## src/rtl/bcd_cal_pkg.sv

```systemverilog
package bcd_cal_pkg;
  localparam int DIG_W   = 4;
  localparam int NUM_DIG = 13;
  localparam int SEL_W   = $clog2(NUM_DIG);
  localparam int TAB_N   = 2 ** SEL_W;

  localparam int IX_SEC1 = 0;
  localparam int IX_HR1  = 4;
  localparam int IX_HR10 = 5;
  localparam int IX_WDAY = 6;
  localparam int NUM_B60 = 2;

  // residue = (4 - sel) mod 4
  function automatic logic [1:0] leap_residue(input logic [1:0] sel);
    return 2'(~sel + 2'd1);
  endfunction
endpackage

```

## src/rtl/bcd_base60.sv

```systemverilog
module bcd_base60 import bcd_cal_pkg::*; #(
  parameter int ONES_MAX = 9,
  parameter int TENS_MAX = 5
) (
  input  logic             clk_i,
  input  logic             rst_ni,
  input  logic             inc_i,
  input  logic             ld_ones_i,
  input  logic             ld_tens_i,
  input  logic [DIG_W-1:0] ld_data_i,
  output logic [DIG_W-1:0] ones_o,
  output logic [DIG_W-1:0] tens_o,
  output logic             carry_o
);
  logic [DIG_W-1:0] ones_q, tens_q;
  logic ones_wrap, tens_wrap;

  assign ones_wrap = ones_q == DIG_W'(ONES_MAX);
  assign tens_wrap = tens_q == DIG_W'(TENS_MAX);
  assign carry_o   = inc_i & ones_wrap & tens_wrap;

  always_ff @(posedge clk_i or negedge rst_ni) begin
    if (!rst_ni) begin
      ones_q <= '0;
      tens_q <= '0;
    end else begin
      if (ld_ones_i)      ones_q <= ld_data_i;
      else if (inc_i)     ones_q <= ones_wrap ? '0 : ones_q + DIG_W'(1);
      if (ld_tens_i)      tens_q <= ld_data_i;
      else if (inc_i && ones_wrap)
                          tens_q <= tens_wrap ? '0 : tens_q + DIG_W'(1);
    end
  end

  assign ones_o = ones_q;
  assign tens_o = tens_q;
endmodule

```

## src/rtl/bcd_hour.sv

```systemverilog
module bcd_hour import bcd_cal_pkg::*; (
  input  logic             clk_i,
  input  logic             rst_ni,
  input  logic             inc_i,
  input  logic             ld_ones_i,
  input  logic             ld_tens_i,
  input  logic [DIG_W-1:0] ld_data_i,
  output logic [DIG_W-1:0] ones_o,
  output logic [DIG_W-1:0] tens_o,
  output logic             carry_o
);
  logic [DIG_W-1:0] ones_q, ones_n;
  logic [1:0]       tens_q, tens_n;
  logic             mode24_q, pm_q, pm_n;
  logic             at23, at11, at12;

  assign at23 = (tens_q == 2'd2) && (ones_q == DIG_W'(3));
  assign at11 = (tens_q == 2'd1) && (ones_q == DIG_W'(1));
  assign at12 = (tens_q == 2'd1) && (ones_q == DIG_W'(2));

  always_comb begin
    ones_n = ones_q + DIG_W'(1);
    tens_n = tens_q;
    pm_n   = pm_q;
    if (mode24_q) begin
      if (at23) begin
        ones_n = '0;
        tens_n = '0;
      end else if (ones_q == DIG_W'(9)) begin
        ones_n = '0;
        tens_n = tens_q + 2'd1;
      end
    end else begin
      if (at11) begin
        pm_n = ~pm_q;
      end else if (at12) begin
        ones_n = DIG_W'(1);
        tens_n = '0;
      end else if (ones_q == DIG_W'(9)) begin
        ones_n = '0;
        tens_n = tens_q + 2'd1;
      end
    end
  end

  assign carry_o = inc_i & (mode24_q ? at23 : (at11 & pm_q));

  always_ff @(posedge clk_i or negedge rst_ni) begin
    if (!rst_ni) begin
      ones_q   <= '0;
      tens_q   <= '0;
      mode24_q <= 1'b1;
      pm_q     <= 1'b0;
    end else begin
      if (ld_ones_i)  ones_q <= ld_data_i;
      else if (inc_i) ones_q <= ones_n;
      if (ld_tens_i) begin
        mode24_q <= ld_data_i[3];
        pm_q     <= ld_data_i[2];
        tens_q   <= ld_data_i[1:0];
      end else if (inc_i) begin
        tens_q <= tens_n;
        pm_q   <= pm_n;
      end
    end
  end

  assign ones_o = ones_q;
  assign tens_o = {mode24_q, pm_q & ~mode24_q, tens_q};
endmodule

```

## src/rtl/bcd_date.sv

```systemverilog
module bcd_date import bcd_cal_pkg::*; (
  input  logic             clk_i,
  input  logic             rst_ni,
  input  logic             inc_i,
  input  logic [6:0]       ld_i,      // wday,d1,d10,m1,m10,y1,y10
  input  logic [DIG_W-1:0] ld_data_i,
  output logic [DIG_W-1:0] wday_o,
  output logic [DIG_W-1:0] d1_o,
  output logic [DIG_W-1:0] d10_o,
  output logic [DIG_W-1:0] m1_o,
  output logic [DIG_W-1:0] m10_o,
  output logic [DIG_W-1:0] y1_o,
  output logic [DIG_W-1:0] y10_o
);
  logic [DIG_W-1:0] wday_q, d1_q, m1_q, m10_q, y1_q, y10_q;
  logic [1:0]       d10_q, lsel_q;
  logic [4:0]       mnum;
  logic [5:0]       dnum, last_day;
  logic             leap, month_end, year_end;

  assign mnum = m10_q[0] ? 5'd10 + {1'b0, m1_q} : {1'b0, m1_q};
  assign dnum = 6'({d10_q, 3'b000}) + 6'({d10_q, 1'b0}) + 6'(d1_q);
  assign leap = 2'({y10_q[0], 1'b0} + y1_q[1:0]) == leap_residue(lsel_q);

  always_comb begin
    case (mnum)
      5'd2:                       last_day = leap ? 6'd29 : 6'd28;
      5'd4, 5'd6, 5'd9, 5'd11:    last_day = 6'd30;
      default:                    last_day = 6'd31;
    endcase
  end

  assign month_end = dnum == last_day;
  assign year_end  = mnum == 5'd12;

  always_ff @(posedge clk_i or negedge rst_ni) begin
    if (!rst_ni) begin
      wday_q <= '0;
      d1_q   <= DIG_W'(1);
      d10_q  <= '0;
      lsel_q <= '0;
      m1_q   <= DIG_W'(1);
      m10_q  <= '0;
      y1_q   <= '0;
      y10_q  <= '0;
    end else begin
      if (ld_i[0])     wday_q <= ld_data_i;
      else if (inc_i)  wday_q <= (wday_q == DIG_W'(6)) ? '0 : wday_q + DIG_W'(1);

      if (ld_i[1])     d1_q <= ld_data_i;
      else if (inc_i)  d1_q <= month_end ? DIG_W'(1) :
                               (d1_q == DIG_W'(9)) ? '0 : d1_q + DIG_W'(1);

      if (ld_i[2]) begin
        lsel_q <= ld_data_i[3:2];
        d10_q  <= ld_data_i[1:0];
      end else if (inc_i) begin
        if (month_end)                d10_q <= '0;
        else if (d1_q == DIG_W'(9))   d10_q <= d10_q + 2'd1;
      end

      if (ld_i[3])     m1_q <= ld_data_i;
      else if (inc_i && month_end)
                       m1_q <= year_end ? DIG_W'(1) :
                               (m1_q == DIG_W'(9)) ? '0 : m1_q + DIG_W'(1);

      if (ld_i[4])     m10_q <= ld_data_i;
      else if (inc_i && month_end) begin
        if (year_end)                 m10_q <= '0;
        else if (m1_q == DIG_W'(9))   m10_q <= DIG_W'(1);
      end

      if (ld_i[5])     y1_q <= ld_data_i;
      else if (inc_i && month_end && year_end)
                       y1_q <= (y1_q == DIG_W'(9)) ? '0 : y1_q + DIG_W'(1);

      if (ld_i[6])     y10_q <= ld_data_i;
      else if (inc_i && month_end && year_end && y1_q == DIG_W'(9))
                       y10_q <= (y10_q == DIG_W'(9)) ? '0 : y10_q + DIG_W'(1);
    end
  end

  assign wday_o = wday_q;
  assign d1_o   = d1_q;
  assign d10_o  = {lsel_q, d10_q};
  assign m1_o   = m1_q;
  assign m10_o  = m10_q;
  assign y1_o   = y1_q;
  assign y10_o  = y10_q;
endmodule

```

## src/rtl/bcd_calendar.sv

```systemverilog
module bcd_calendar import bcd_cal_pkg::*; (
  input  logic               clk_i,
  input  logic               rst_ni,
  input  logic               tick_i,
  input  logic               stop_i,
  input  logic [NUM_DIG-1:0] ld_en_i,
  input  logic [DIG_W-1:0]   ld_data_i,
  input  logic [SEL_W-1:0]   rd_sel_i,
  output logic [DIG_W-1:0]   rd_data_o
);
  logic                            adv;
  logic [NUM_B60:0]                cas;  // cas[0] = second tick, cas[k+1] = carry out of stage k
  logic [NUM_B60-1:0][DIG_W-1:0]   b60_ones, b60_tens;
  logic                            day_inc;
  logic [NUM_DIG-1:0][DIG_W-1:0]   dig;
  logic [TAB_N-1:0][DIG_W-1:0]     rd_tab;

  // any load in this cycle discards the tick
  assign adv    = tick_i & ~stop_i & ~|ld_en_i;
  assign cas[0] = adv;

  for (genvar g = 0; g < NUM_B60; g++) begin : g_b60
    bcd_base60 #(.ONES_MAX(9), .TENS_MAX(5)) u_b60 (
      .clk_i     (clk_i),
      .rst_ni    (rst_ni),
      .inc_i     (cas[g]),
      .ld_ones_i (ld_en_i[2*g]),
      .ld_tens_i (ld_en_i[2*g+1]),
      .ld_data_i (ld_data_i),
      .ones_o    (b60_ones[g]),
      .tens_o    (b60_tens[g]),
      .carry_o   (cas[g+1])
    );
    assign dig[2*g]   = b60_ones[g];
    assign dig[2*g+1] = b60_tens[g];
  end

  bcd_hour u_hour (
    .clk_i     (clk_i),
    .rst_ni    (rst_ni),
    .inc_i     (cas[NUM_B60]),
    .ld_ones_i (ld_en_i[IX_HR1]),
    .ld_tens_i (ld_en_i[IX_HR10]),
    .ld_data_i (ld_data_i),
    .ones_o    (dig[IX_HR1]),
    .tens_o    (dig[IX_HR10]),
    .carry_o   (day_inc)
  );

  bcd_date u_date (
    .clk_i     (clk_i),
    .rst_ni    (rst_ni),
    .inc_i     (day_inc),
    .ld_i      (ld_en_i[NUM_DIG-1:IX_WDAY]),
    .ld_data_i (ld_data_i),
    .wday_o    (dig[6]),
    .d1_o      (dig[7]),
    .d10_o     (dig[8]),
    .m1_o      (dig[9]),
    .m10_o     (dig[10]),
    .y1_o      (dig[11]),
    .y10_o     (dig[12])
  );

  always_comb begin
    rd_tab              = '0;
    rd_tab[NUM_DIG-1:0] = dig;
  end
  assign rd_data_o = rd_tab[rd_sel_i];
endmodule

```

## config.mk

```make
export PLATFORM = sky130hd
export DESIGN_NAME = bcd_calendar
export DESIGN_NICKNAME = d
export VERILOG_FILES = /design/src/rtl/bcd_cal_pkg.sv /design/src/rtl/bcd_base60.sv /design/src/rtl/bcd_hour.sv /design/src/rtl/bcd_date.sv /design/src/rtl/bcd_calendar.sv
export SDC_FILE = /design/constraint.sdc
export NUM_CORES = 1
export LEC_CHECK = 0
export BUFFER_PORTS_ARGS = -buffer_cell sky130_fd_sc_hd__buf_2
export CAP_MARGIN = 0
export CORE_MARGIN = 3
export CORE_UTILIZATION = 30
export CTS_CLUSTER_SIZE = 20
export DETAILED_ROUTE_END_ITERATION = 16
export GPL_ROUTABILITY_DRIVEN = 0
export PLACE_DENSITY = 0.53
export SETUP_SLACK_MARGIN = 0.4
export SLEW_MARGIN = 20
export SYNTH_ARGS = -nofsm -noshare
export SYNTH_HDL_FRONTEND = slang
export SYNTH_SLANG_ARGS = --single-unit
```

## constraint.sdc

```tcl
create_clock -name clk_i -period 8.4 [get_ports clk_i]
set_input_delay 1.68 -clock clk_i [delete_from_list [all_inputs] [get_ports clk_i]]
set_output_delay 1.68 -clock clk_i [all_outputs]
set_load 0.02 [all_outputs]
```

==> After elaboration in Yosys (flattened, before gate mapping) <==
Cells that the tools add are included.
{ "op_classes": {"n_addsub": 17, "n_lt_le_gt_ge": 1, "eq_ne": 25, "mux": 61, "n_bitwise": 13, "reduce_logical": 31} }
{ "op_table": {"columns": ["cell", "count"], "rows": [
  ["$mux 4", 41],
  ["$add 4x1->4 const B", 10],
  ["$eq 4x4->1 const B", 7],
  ["$reduce_bool 2->1", 14],
  ["$mux 2", 11],
  ["$bmux 4 s4", 1],
  ["$eq 5x4->1 const B", 3],
  ["$reduce_or 13->1", 1],
  ["$eq 4x3->1 const B", 3],
  ["$pmux 6 s2", 1],
  ["$eq 5x3->1 const B", 2],
  ["$and 1x1->1", 9],
  ["$eq 4x2->1 const B", 2],
  ["$logic_and 1x1->1", 8],
  ["$add 2x1->2 const B", 3],
  ["$add 5x3->6", 1],
  ["$add 6x4->6", 1],
  ["$eq 6x6->1", 1],
  ["$mux 1", 6],
  ["$reduce_and 2->1", 3],
  ["$reduce_bool 3->1", 2],
  ["$add 4x4->5 const A", 1],
  ["$eq 5x2->1 const B", 1],
  ["$lt 4x5->1 const B", 1],
  ["other kinds (13)", 15]
]} }
{ "word_totals": {"register_bits": 52, "in_bits": 25, "out_inout_bits": 4, "elab_cells": 164} }

==> Depth between registers and ports, before layout <==
{ "depth": {"word_depth": 13, "ltp_mapped": 10, "ltp_nobuf": 9} }

==> Hierarchy <==
A second synthesis with hierarchy kept.
{ "unflattened": {"cells_unflattened": 467, "area_unflattened_um2": 4264.1} }
{ "by_module_without_submodules": {"columns": ["mod", "instances", "cells_each", "area_per_inst_um2"], "rows": [
  ["bcd_date", 1, 228, 2070.7],
  ["bcd_hour", 1, 66, 615.6],
  ["bcd_calendar", 1, 58, 559.3],
  ["bcd_base60 (g_b60[1].u_b60)", 1, 59, 514.2],
  ["bcd_base60 (g_b60[0].u_b60)", 1, 56, 504.2]
]} }

==> Least setup slack after synthesis <==
Ideal clock, no wire load.
{ "synth_path": {"path_kind": "in2out", "startpoint": "input rd_sel_i[0]", "endpoint": "output rd_data_o[0]", "arrival_ns": 3.177, "slack_ns": 3.543, "cell_stages": 5, "path_cell_list": "clkbuf_1 > buf_1 > mux4_2 > nand2_1 > a31oi_1"} }
{ "synth_between": {"elab_chain_len": 2} }
{ "synth_rtl": {"columns": ["element", "line", "source"], "rows": [
  ["from (decl)", "bcd_calendar.sv:8", "input logic [SEL_W-1:0] rd_sel_i,"],
  ["$bmux 4 s4", "bcd_calendar.sv:69", "assign rd_data_o = rd_tab[rd_sel_i];"],
  ["$mux 4 (not written as such)", "bcd_calendar.sv:69", null],
  ["to (decl)", "bcd_calendar.sv:9", "output logic [DIG_W-1:0] rd_data_o"]
]} }
Every way passes these cells. The select of a mux whose other input is x is not followed.

==> Worst setup path after layout <==
{ "layout_path": {"startpoint": "input rd_sel_i[0]", "endpoint": "output rd_data_o[1]"} }
Same word-level chain as after synthesis.

==> out/metrics.yaml <==
setup_path:
  crit_required_ns: 6.72
  cp.arrival_ns: 3.14
  crit_fanout: 15
  cp-start-kind: "input pin"
  path_class: "in -> out"
  crit_path_end_kind: "primary output"
  r2r_setup_slack_ns: 5.40
yosys:
  ys_top_cells_by_count: "nand2_1, dfrtp_1, o21ai_0"
  synth_area_leaders: "dfrtp_1, mux4_2, nand2_1"
  synth_top_cell_by_area: "dfrtp_1"
  ys.flop_type: "dfrtp_1"
  synth_compound_area_share_pct: 20.46
  syn_inst: 457
  yosysWarnings: 0
  synthAdderAreaFrac_pct: 3.837
  syn-cell-area_um2: 4109
  syn_nets: 494
  yosys.area_share.simple_pct: 24.76
  seq_area_frac_synth_pct: 31.76
  syn_area_per_cell_um2: 8.991
  synth_edf_count: 0
  synth_most_common_cell: "nand2_1"
  yosys.area.top_type_share_pct: 29.84
  synth_xor_area_share_pct: 3.532
  synth.distinct_cells: 72
  async_flop_share_pct: 100.0
  synth_top_family_by_area: "simple AND/OR/NAND/NOR gates"
  synth-seq-cells: 52
  synthMuxAreaShare_pct: 10.08
placed_design:
  placed_cells: 634
  place_hpwl_um: 8411
  portBuffers: 28
cells_and_area:
  fin_cells: 642
  antennaDiodeCount: 0
  multi_input_area_um2: 2581
  fin_nets: 502
  syn2layout_area_growth_pct: 9.531
  seqCellArea_um2: 1305
  fillCellCount: 1385
  drive_above_1_share_pct: 16.09
drt:
  wl_per_cell_um: 17.91
  drc: 0
  routed-via-count: 3541
  drtAntennaViolNets: 0
  vias_per_cell: 5.516
  drt_iter0_drc: 169
  drt-total-wl_um: 11500
  first_pass_iters: 5
timing:
  setup_viol: 0
  finalHoldViolCount: 0
  rsz0062_at_grt: "false"
  clock_skew_ns: 0.006704
  fin_setup_tns_ns: 0
  max_freq_ghz: 0.2076
  maxSlewViolCount: 0
  period_share_pct: 57.33
  period_minus_slack_ns: 4.816
  max_slew_margin_pct: 52.12
  worst_slew_pin_slew_ns: 0.7183
floorplanning:
  die_area_um2: 15140
  fp-row-count: 42
  coreArea_um2: 13300
  initial_core_util_pct: 30.91
  die_y_um: 123.0
  io_pins: 29
  die_w_um: 123.0
grt:
  grt_pass1_vias: 3359
  grt_max_degree: 53
  overflow: 0
  grt_usage_pct: 15.89
  grt_pass1_wl_um: 18880
  antenna_found_initial: 0
cts:
  cts_resized: 0
  cts_buffers: 5
  clk-insertion-delay-late_ns: 0.29
  cts_buffer_depth: 2
  cts_max_level: 2
  postCtsSetupBuffers: 0
  cts.sinks: 52
  holdBufCountCts: 0
  clkSlewWorstSetupHoldPaths_ns: 0.07
  cts_tree: "done"
  cts_root_buf: "clkbuf_16"
power_and_ir_drop:
  vdd_ir_drop_max_uv: 98.10
  power.density_nw_per_um2: 159.9
  p_leak_nw: 1.796
outcome:
  status: "completed"
flow_run:
  cap_violations: 0
worst_hold_path:
  hold_class: "reg -> reg"
## through the flow
step	setup WS, ns	hold slack, ns	total power [mW]	utilization (%)	instance area (µm²)
after floorplan	3.543	0.4581	0.4356	-	4109
after global placement	3.603	0.4859	0.4824	32.57	4330
after detailed placement	3.575	0.4868	0.4863	32.57	4330
after CTS	3.566	0.5029	0.7231	33.80	4494
after global routing	3.490	0.5330	0.7602	33.85	4501
final	3.584	0.5022	0.7196	33.85	4501
## cell usage in the layout, fill, tap and decap left out, types with 12 or more instances in the layout
master,n
o21ai_0,30
nand3_1,12
nor2b_1,12
inv_1,21
nor3_1,13
dfrtp_1,49
buf_2,28
nand2_1,57
nor2_1,28
a21oi_1,24
## worst paths after layout
path / from / endpoint / cells past startpoint
worst max-delay path: rd_sel_i[0] / rd_data_o[1] / 5
worst min-delay path: u_date.m10_o[1] / u_date.m10_o[1] / 1
worst max register to register: u_date.d1_o[1] / u_date.y10_o[0] / 9
worst min register to register: u_date.m10_o[1] / u_date.m10_o[1] / 1
max in group asynchronous: rst_ni / u_date.y1_o[0] / 2
min in group asynchronous: rst_ni / u_hour.ones_o[0] / 2
## state kept, by name (all words and copies together) (netlist names)
register,count
u_hour.ones_o,4
u_date.lsel_q,2
u_date.m1_o,4
u_date.m10_o,4
u_hour.tens_q,2
u_date.wday_o,4
u_date.y10_o,4
g_b60.u_b60.ones_o,8
u_hour.pm_q,1
u_date.d10_q,2
g_b60.u_b60.tens_o,8
u_date.d1_o,4
u_hour.mode24_q,1
u_date.y1_o,4
## layer usage
metal	vias up	share of wire [%]	GRT usage [%]
met5	-	0	0
met4	0	1.5	3.460
met3	14	4.2	2.333
met2	97	46	24.39
met1	1735	49	23.72
li1	1695	-	-
## worst max-delay path, stage by stage
cell and delay [ns]:
buf_2 0.33, mux4_2 0.56, a221oi_1 0.30, a31oi_1 0.09, buf_2 0.17
## cells by family (layout without fill, tap and decap cells)
kind of cell / Yosys count / count (layout)
xor gates and xnor gates: 15 / 15
and+or+nand+nor: 178 / 178
DFF: 52 / 52
AOI/OAI and AO/OA: 123 / 123
muxes: 27 / 27
buffers and inverters: 50 / 59
adders and majority gates: 12 / 12
## report_power, final
part	switching [mW]	total [mW]	internal [mW]
clock network	0.0968	0.237	0.141
registers	0.0441	0.318	0.274
logic	0.0876	0.164	0.0763
## cell type report
cell class | count | area share, %
flip-flops and latches | 52 | 29.00
clock inverters | 2 | 0.7784
inverters | 22 | 1.835
well taps | 176 | 4.893
multi-input cells | 355 | 57.35
clock buffers | 6 | 2.864
repair buffers | 29 | 3.281
(Power assumes the default switching activity.)
